--- src/rtl/smute_pkg.sv ---
package smute_pkg;

  // Raised-cosine gain in unsigned Q1.15, index 0 = unity, index steps = zero.
  function automatic int ramp_coef(input int k, input int steps);
    real ang;
    ang = 3.14159265358979323846 * real'(k) / real'(steps);
    return $rtoi($floor(16384.0 * (1.0 + $cos(ang)) + 0.5));
  endfunction

  // Signed sample times unsigned gain, rounded half-up, back to integer scale.
  function automatic int scale_round(input int s, input int g, input int frac);
    longint p;
    p = longint'(s) * longint'(g);
    p = p + (longint'(1) <<< (frac - 1));
    return int'(p >>> frac);
  endfunction

  // Clamp an integer into a signed range of the given width.
  function automatic int clamp_signed(input int v, input int w);
    int hi;
    int lo;
    hi = (1 << (w - 1)) - 1;
    lo = -(1 << (w - 1));
    if (v > hi) return hi;
    if (v < lo) return lo;
    return v;
  endfunction

endpackage

--- src/rtl/smute_ramp.sv ---
module smute_ramp #(
  parameter int STEPS = 32,
  parameter int HOLD  = 32,
  parameter int IW    = $clog2(STEPS + 1)
) (
  input  logic          clk,
  input  logic          rst_n,
  input  logic          strobe,
  input  logic          mute_req,
  output logic [IW-1:0] idx
);
  localparam int HW = (HOLD > 1) ? $clog2(HOLD) : 1;
  localparam logic [IW-1:0] IDX_TOP  = IW'(STEPS);
  localparam logic [HW-1:0] HOLD_END = HW'(HOLD - 1);

  logic [HW-1:0] hold_cnt;
  logic          at_target;
  logic          advance;

  assign at_target = mute_req ? (idx == IDX_TOP) : (idx == '0);
  assign advance   = strobe && !at_target && (hold_cnt == HOLD_END);

  always_ff @(posedge clk) begin
    if (!rst_n) begin
      idx      <= IDX_TOP;
      hold_cnt <= '0;
    end else if (strobe) begin
      if (at_target) begin
        hold_cnt <= '0;
      end else if (advance) begin
        hold_cnt <= '0;
        idx      <= mute_req ? idx + IW'(1) : idx - IW'(1);
      end else begin
        hold_cnt <= hold_cnt + HW'(1);
      end
    end
  end

  p_idx_range_r3: assert property (@(posedge clk) disable iff (!rst_n)
    idx <= IDX_TOP);

  p_one_step_r5: assert property (@(posedge clk) disable iff (!rst_n)
    (idx != $past(idx)) |-> (idx == $past(idx) + IW'(1) || idx == $past(idx) - IW'(1)));

  p_idle_no_move_r2: assert property (@(posedge clk) disable iff (!rst_n)
    !$past(strobe) |-> $stable(idx));

endmodule

--- src/rtl/smute_coef_rom.sv ---
module smute_coef_rom #(
  parameter int STEPS = 32,
  parameter int CW    = 16,
  parameter int IW    = $clog2(STEPS + 1)
) (
  input  logic [IW-1:0] idx,
  output logic [CW-1:0] gain
);
  logic [CW-1:0] rom [0:STEPS];

  for (genvar k = 0; k <= STEPS; k++) begin : g_coef
    localparam logic [CW-1:0] COEF = CW'(smute_pkg::ramp_coef(k, STEPS));
    assign rom[k] = COEF;
  end

  assign gain = rom[idx];

endmodule

--- src/rtl/smute_scale.sv ---
module smute_scale #(
  parameter int SW   = 16,
  parameter int CW   = 16,
  parameter int FRAC = CW - 1
) (
  input  logic signed [SW-1:0] s_in,
  input  logic        [CW-1:0] gain,
  output logic signed [SW-1:0] s_out
);
  localparam logic [CW-1:0] UNITY = CW'(1 << FRAC);

  int rounded;

  always_comb begin
    rounded = smute_pkg::scale_round(int'(s_in), int'(gain), FRAC);
    s_out   = SW'(smute_pkg::clamp_signed(rounded, SW));
    if (gain == UNITY) begin
      p_unity_exact_r10: assert (s_out == s_in);
    end
  end

endmodule

--- src/rtl/smute_lock.sv ---
module smute_lock (
  input  logic clk,
  input  logic rst_n,
  input  logic pll_ok,
  input  logic dec_ok,
  input  logic pcm_ok,
  input  logic auto_en,
  output logic hard_mute,
  output logic lock_q
);
  logic lock_now;

  assign lock_now  = pll_ok && dec_ok && pcm_ok;
  assign hard_mute = auto_en && !lock_now;

  always_ff @(posedge clk) begin
    if (!rst_n) lock_q <= 1'b0;
    else        lock_q <= lock_now;
  end

  p_lock_needs_all_r7: assert property (@(posedge clk) disable iff (!rst_n)
    lock_q |-> ($past(pll_ok) && $past(dec_ok) && $past(pcm_ok)));

endmodule

--- src/rtl/softmute_gate.sv ---
module softmute_gate #(
  parameter int SAMPLE_W   = 16,
  parameter int COEF_W     = 16,
  parameter int RAMP_STEPS = 32,
  parameter int STEP_HOLD  = 32
) (
  input  logic                       clk,
  input  logic                       rst_n,
  input  logic                       smp_stb,
  input  logic signed [SAMPLE_W-1:0] smp_l,
  input  logic signed [SAMPLE_W-1:0] smp_r,
  input  logic                       mute_pin,
  input  logic                       ctl_mute,
  input  logic                       ctl_mode,
  input  logic                       auto_mute_en,
  input  logic                       pll_lock,
  input  logic                       dec_lock,
  input  logic                       pcm_flag,
  output logic signed [SAMPLE_W-1:0] out_l,
  output logic signed [SAMPLE_W-1:0] out_r,
  output logic                       out_stb,
  output logic                       lock_ind
);
  localparam int NCH   = 2;
  localparam int IDX_W = $clog2(RAMP_STEPS + 1);
  localparam logic [IDX_W-1:0] IDX_MUTED = IDX_W'(RAMP_STEPS);

  logic                       mute_req;
  logic [IDX_W-1:0]           ramp_idx;
  logic [COEF_W-1:0]          gain;
  logic                       hard_mute;
  logic signed [SAMPLE_W-1:0] ch_in     [NCH];
  logic signed [SAMPLE_W-1:0] ch_scaled [NCH];
  logic signed [SAMPLE_W-1:0] ch_q      [NCH];

  assign mute_req = ctl_mode ? ctl_mute : mute_pin;
  assign ch_in[0] = smp_l;
  assign ch_in[1] = smp_r;

  smute_ramp #(.STEPS(RAMP_STEPS), .HOLD(STEP_HOLD), .IW(IDX_W)) u_ramp (
    .clk(clk), .rst_n(rst_n), .strobe(smp_stb), .mute_req(mute_req), .idx(ramp_idx)
  );

  smute_coef_rom #(.STEPS(RAMP_STEPS), .CW(COEF_W), .IW(IDX_W)) u_rom (
    .idx(ramp_idx), .gain(gain)
  );

  smute_lock u_lock (
    .clk(clk), .rst_n(rst_n), .pll_ok(pll_lock), .dec_ok(dec_lock), .pcm_ok(pcm_flag),
    .auto_en(auto_mute_en), .hard_mute(hard_mute), .lock_q(lock_ind)
  );

  for (genvar c = 0; c < NCH; c++) begin : g_ch
    smute_scale #(.SW(SAMPLE_W), .CW(COEF_W)) u_scale (
      .s_in(ch_in[c]), .gain(gain), .s_out(ch_scaled[c])
    );

    always_ff @(posedge clk) begin
      if (!rst_n)       ch_q[c] <= '0;
      else if (smp_stb) ch_q[c] <= hard_mute ? '0 : ch_scaled[c];
    end
  end

  always_ff @(posedge clk) begin
    if (!rst_n) out_stb <= 1'b0;
    else        out_stb <= smp_stb;
  end

  assign out_l = ch_q[0];
  assign out_r = ch_q[1];

  p_stb_delay_r11: assert property (@(posedge clk) disable iff (!rst_n)
    out_stb |-> $past(smp_stb));

  p_hold_between_r11: assert property (@(posedge clk) disable iff (!rst_n)
    !$past(smp_stb) |-> ($stable(out_l) && $stable(out_r)));

  p_hard_zero_r8: assert property (@(posedge clk) disable iff (!rst_n)
    $past(smp_stb && auto_mute_en && !(pll_lock && dec_lock && pcm_flag))
      |-> (out_l == '0 && out_r == '0));

  p_silent_floor_r3: assert property (@(posedge clk) disable iff (!rst_n)
    $past(smp_stb && ramp_idx == IDX_MUTED) |-> (out_l == '0 && out_r == '0));

endmodule

--- config.mk ---
export PLATFORM = sky130hd
export DESIGN_NAME = softmute_gate
export DESIGN_NICKNAME = d
export VERILOG_FILES = /design/src/rtl/smute_pkg.sv /design/src/rtl/smute_ramp.sv /design/src/rtl/smute_coef_rom.sv /design/src/rtl/smute_scale.sv /design/src/rtl/smute_lock.sv /design/src/rtl/softmute_gate.sv
export SDC_FILE = /design/constraint.sdc
export NUM_CORES = 1
export LEC_CHECK = 0
export BUFFER_PORTS_ARGS = -buffer_cell sky130_fd_sc_hd__clkbuf_2
export CORE_MARGIN = 2
export CORE_UTILIZATION = 40
export CTS_BUF_LIST = sky130_fd_sc_hd__clkbuf_4 sky130_fd_sc_hd__clkbuf_8
export CTS_CLUSTER_SIZE = 40
export DETAILED_ROUTE_END_ITERATION = 16
export PLACE_DENSITY = 0.61
export SLEW_MARGIN = 30
export SYNTH_ARGS = -nofsm -noshare
export SYNTH_HDL_FRONTEND = slang
export SYNTH_SLANG_ARGS = --single-unit
--- constraint.sdc ---
create_clock -name clk -period 8.31 [get_ports clk]
set_input_delay 1.662 -clock clk [delete_from_list [all_inputs] [get_ports clk]]
set_output_delay 1.662 -clock clk [all_outputs]
set_load 0.005 [all_outputs]
==> impl_metrics.tcl <==
set metrics [dict create \
    synth.top_cell.area_share_pct 37.5 \
    start_kind "flip-flop" \
    syn_nets 3084 \
    worst-r2r-setup-slack_ps 340 \
    drtPass1Iterations 5 \
    drive_above_1_share_pct 12.5 \
    hold_path.class "reg -> reg" \
    cts_root_buf "clkbuf_8" \
    synthFlopType "edfxtp_1" \
    row_count 83 \
    crit_end "ch_q[1][10]$_SDFFCE_PP0P_" \
    critical_path_class "reg -> reg" \
    grt_pass1_wl_mm 89.9 \
    cp.required_ps 8420 \
    reg2reg_depth 29 \
    r2r_end "ch_q[1][10]$_SDFFCE_PP0P_" \
    cts.clk_slew.worst_paths_ps 100 \
    ys_types 81 \
    die-area_um2 53700 \
    synthesis.area_um2 20700 \
    syn_avg_cell_area_um2 8.65 \
    maxSlewHeadroom_pct 27.3 \
    period_share_pct 95.9 \
    setup_viol_count_final 0 \
    synth.most_common_cell "inv_1" \
    cts_tree "built" \
    grt_max_degree 33 \
    status "completed" \
    core_um2 51300 \
    drt_iter0_drc 957 \
    cpMostUsedCell "fa_1" \
    die_y_um 232 \
    period_needed_ps 7970 \
    crit_start "u_ramp.idx[1]$_SDFFE_PN0P_" \
    critical_path.n_buffers_inverters 7 \
    synth.area.top_cells "fa_1, ha_1, inv_1, and2_1, nand2_1" \
    synth_edf_count 32 \
    grt_pass1_vias 17552 \
    slowest_stage "fa_1" \
    critPathTopFamily "adder cells" \
    n_antenna_cell 0 \
    dp.final_hpwl_mm 44.2 \
    viasPerCell 5.17 \
    ys_async_sr_fraction_pct 0 \
    critPathCaptureType "flip-flop" \
    maxCapViolations 0 \
    cpPeakStageDelay_ps 540 \
    cp_data_arrival_time_ps 8080 \
    holdBufCountCts 0 \
    drv_slew 0 \
    irDropWorstVdd_uv 82.9 \
    track_usage_pct 20.8 \
    synth.largest_area_cell "fa_1" \
    drc 0 \
    finalClockSkew_ps 12.4 \
    pwr_density_cell_nw_per_um2 28.5 \
    r2r-start "u_ramp.idx[1]$_SDFFE_PN0P_" \
    io_pins 76 \
    start_util_pct 40.4 \
    critical_path_depth 29 \
    vias 16397 \
    clk_path_buf_depth 2 \
    clk_latency_ps 370 \
    wirelength_mm 54.0 \
    cts.sinks 45 \
    antenna_found_initial 2 \
    overflow 0 \
    worst_slack_ps 339 \
    place_congestion 0.897 \
    syn-instance-count 2399 \
    antenna_left 0 \
    timing.hold.ws_ps 504 \
    syn_to_final_growth_pct 11.7 \
    ys.warnings.count 0 \
    synth-seq-area-share_pct 5.89 \
    htree_levels 2 \
    max_freq_ghz 0.125 \
    fin_nets 3175 \
    cts_buffers 5 \
    path_max_fanout 15 \
    synth_commonest_cells "inv_1, fa_1, nand2_1" \
    dp_slack_ps -217 \
    port_buffers 75 \
    tightestPinTransition_ps 1090 \
    p_leak_nw 11.7 \
    hold_violations 0 \
    synth-seq-cells 45 \
    dieWidth_um 232 \
    wire_per_inst_um 17.0 \
]
## state kept, by name, indices dropped and copies added (netlist names)
register,flops
u_lock.lock_q,1
ch_q,32
u_ramp.hold_cnt,5
u_ramp.idx,6
out_stb,1
## worst min-delay path: cells and delay by family, from the launching register on
family / cells / cell delay (ps)
AND/OR/NAND/NOR: 1 / 70
flip-flops: 1 / 340
AO/OA/AOI/OAI: 1 / 50
## layout make-up
type / instances / area [µm²]
multi-input combinational: 1733 / 17500
sequential: 45 / 1220
timing repair buffer: 202 / 1580
clock inverter: 3 / 21.3
inverter: 503 / 1890
tap: 680 / 851
fill: 5050 / 28100
clock buffer: 5 / 68.8
## cell families (layout without fill, tap and decap cells)
kind of cell | after synthesis | count (layout) | synth area share, %
buffers and inverters | 622 | 713 | 11.5
multiplexers | 7 | 7 | 0.458
XOR/XNOR | 41 | 41 | 1.77
adder cells (fa/ha/maj) | 643 | 643 | 52.9
AO/OA/AOI/OAI | 299 | 299 | 9.93
flip-flops | 45 | 45 | 5.89
AND/OR/NAND/NOR | 742 | 743 | 17.6
## routing by layer
metal  GRT usage [%]  wire (µm)
met1            28.3      24000
met2            35.6      26000
met3            1.94       2700
met4            5.47       1250
met5               0          0
## where the power goes
part | switching, mW | internal [mW] | leakage, nW | total, mW
Combinational | 0.154 | 0.0889 | 11.2 | 0.243
Clock | 0.0994 | 0.0596 | 0.0407 | 0.159
Sequential | 0.00473 | 0.253 | 0.460 | 0.258
Total | 0.259 | 0.401 | 11.7 | 0.660
## cell usage in the layout (no fill, tap or decap), types with 6 or more instances in the layout
cell        n
and3_1      6
ha_1      249
nand4_1    16
nor3_1     14
nand3_1    23
a21oi_2     9
xor2_1     17
o21ai_1     9
nor2_1     74
o21ai_0    46
inv_1     503
a211oi_1   11
a21oi_1    69
nand2b_1   17
o21a_1      9
buf_12     13
nor2b_1    11
dfxtp_1    13
o211ai_1    6
clkbuf_2   75
o21bai_1   10
xnor2_1    22
and2_1    228
a31oi_1     6
buf_4     106
fa_1      388
a21o_1     31
nand2_1   312
edfxtp_1   32
o21ai_2    31
## repair_timing
action	CTS	global route
pin swaps	2	26
cloned	0	5
gates resized for setup	5	59
setup endpoints to repair	30	32
hold endpoints to repair	0	0
setup buffers	2	14
## worst min-delay path by stage
stage,from,end,depth (start not counted)
4_1_cts,u_ramp.hold_cnt[4]$_SDFFE_PN0P_,u_ramp.hold_cnt[4]$_SDFFE_PN0P_,1
3_3_place_gp,u_ramp.hold_cnt[4]$_SDFFE_PN0P_,u_ramp.hold_cnt[4]$_SDFFE_PN0P_,1
2_1_floorplan,u_ramp.hold_cnt[2]$_SDFFE_PN0P_,u_ramp.hold_cnt[2]$_SDFFE_PN0P_,1
3_5_place_dp,u_ramp.hold_cnt[4]$_SDFFE_PN0P_,u_ramp.hold_cnt[4]$_SDFFE_PN0P_,1
5_1_grt,u_ramp.hold_cnt[4]$_SDFFE_PN0P_,u_ramp.hold_cnt[4]$_SDFFE_PN0P_,1
6_report,u_ramp.hold_cnt[1]$_SDFFE_PN0P_,u_ramp.hold_cnt[1]$_SDFFE_PN0P_,2
## per-stage QoR
step                      cells  TNS (ps)  cell area [µm²]  power (mW)  util (%)
after global routing       3171      -291            23200       0.700      45.2
after CTS                  3152    -0.425            22700       0.664      44.2
final                      3171         0            23200       0.660      45.2
after floorplan            2399         0            20700       0.396         -
after global placement     3142     -1050            22600       0.496      44.0
after detailed placement   3142     -2860            22600       0.497      44.0
Power figures use the tool's default switching activity.
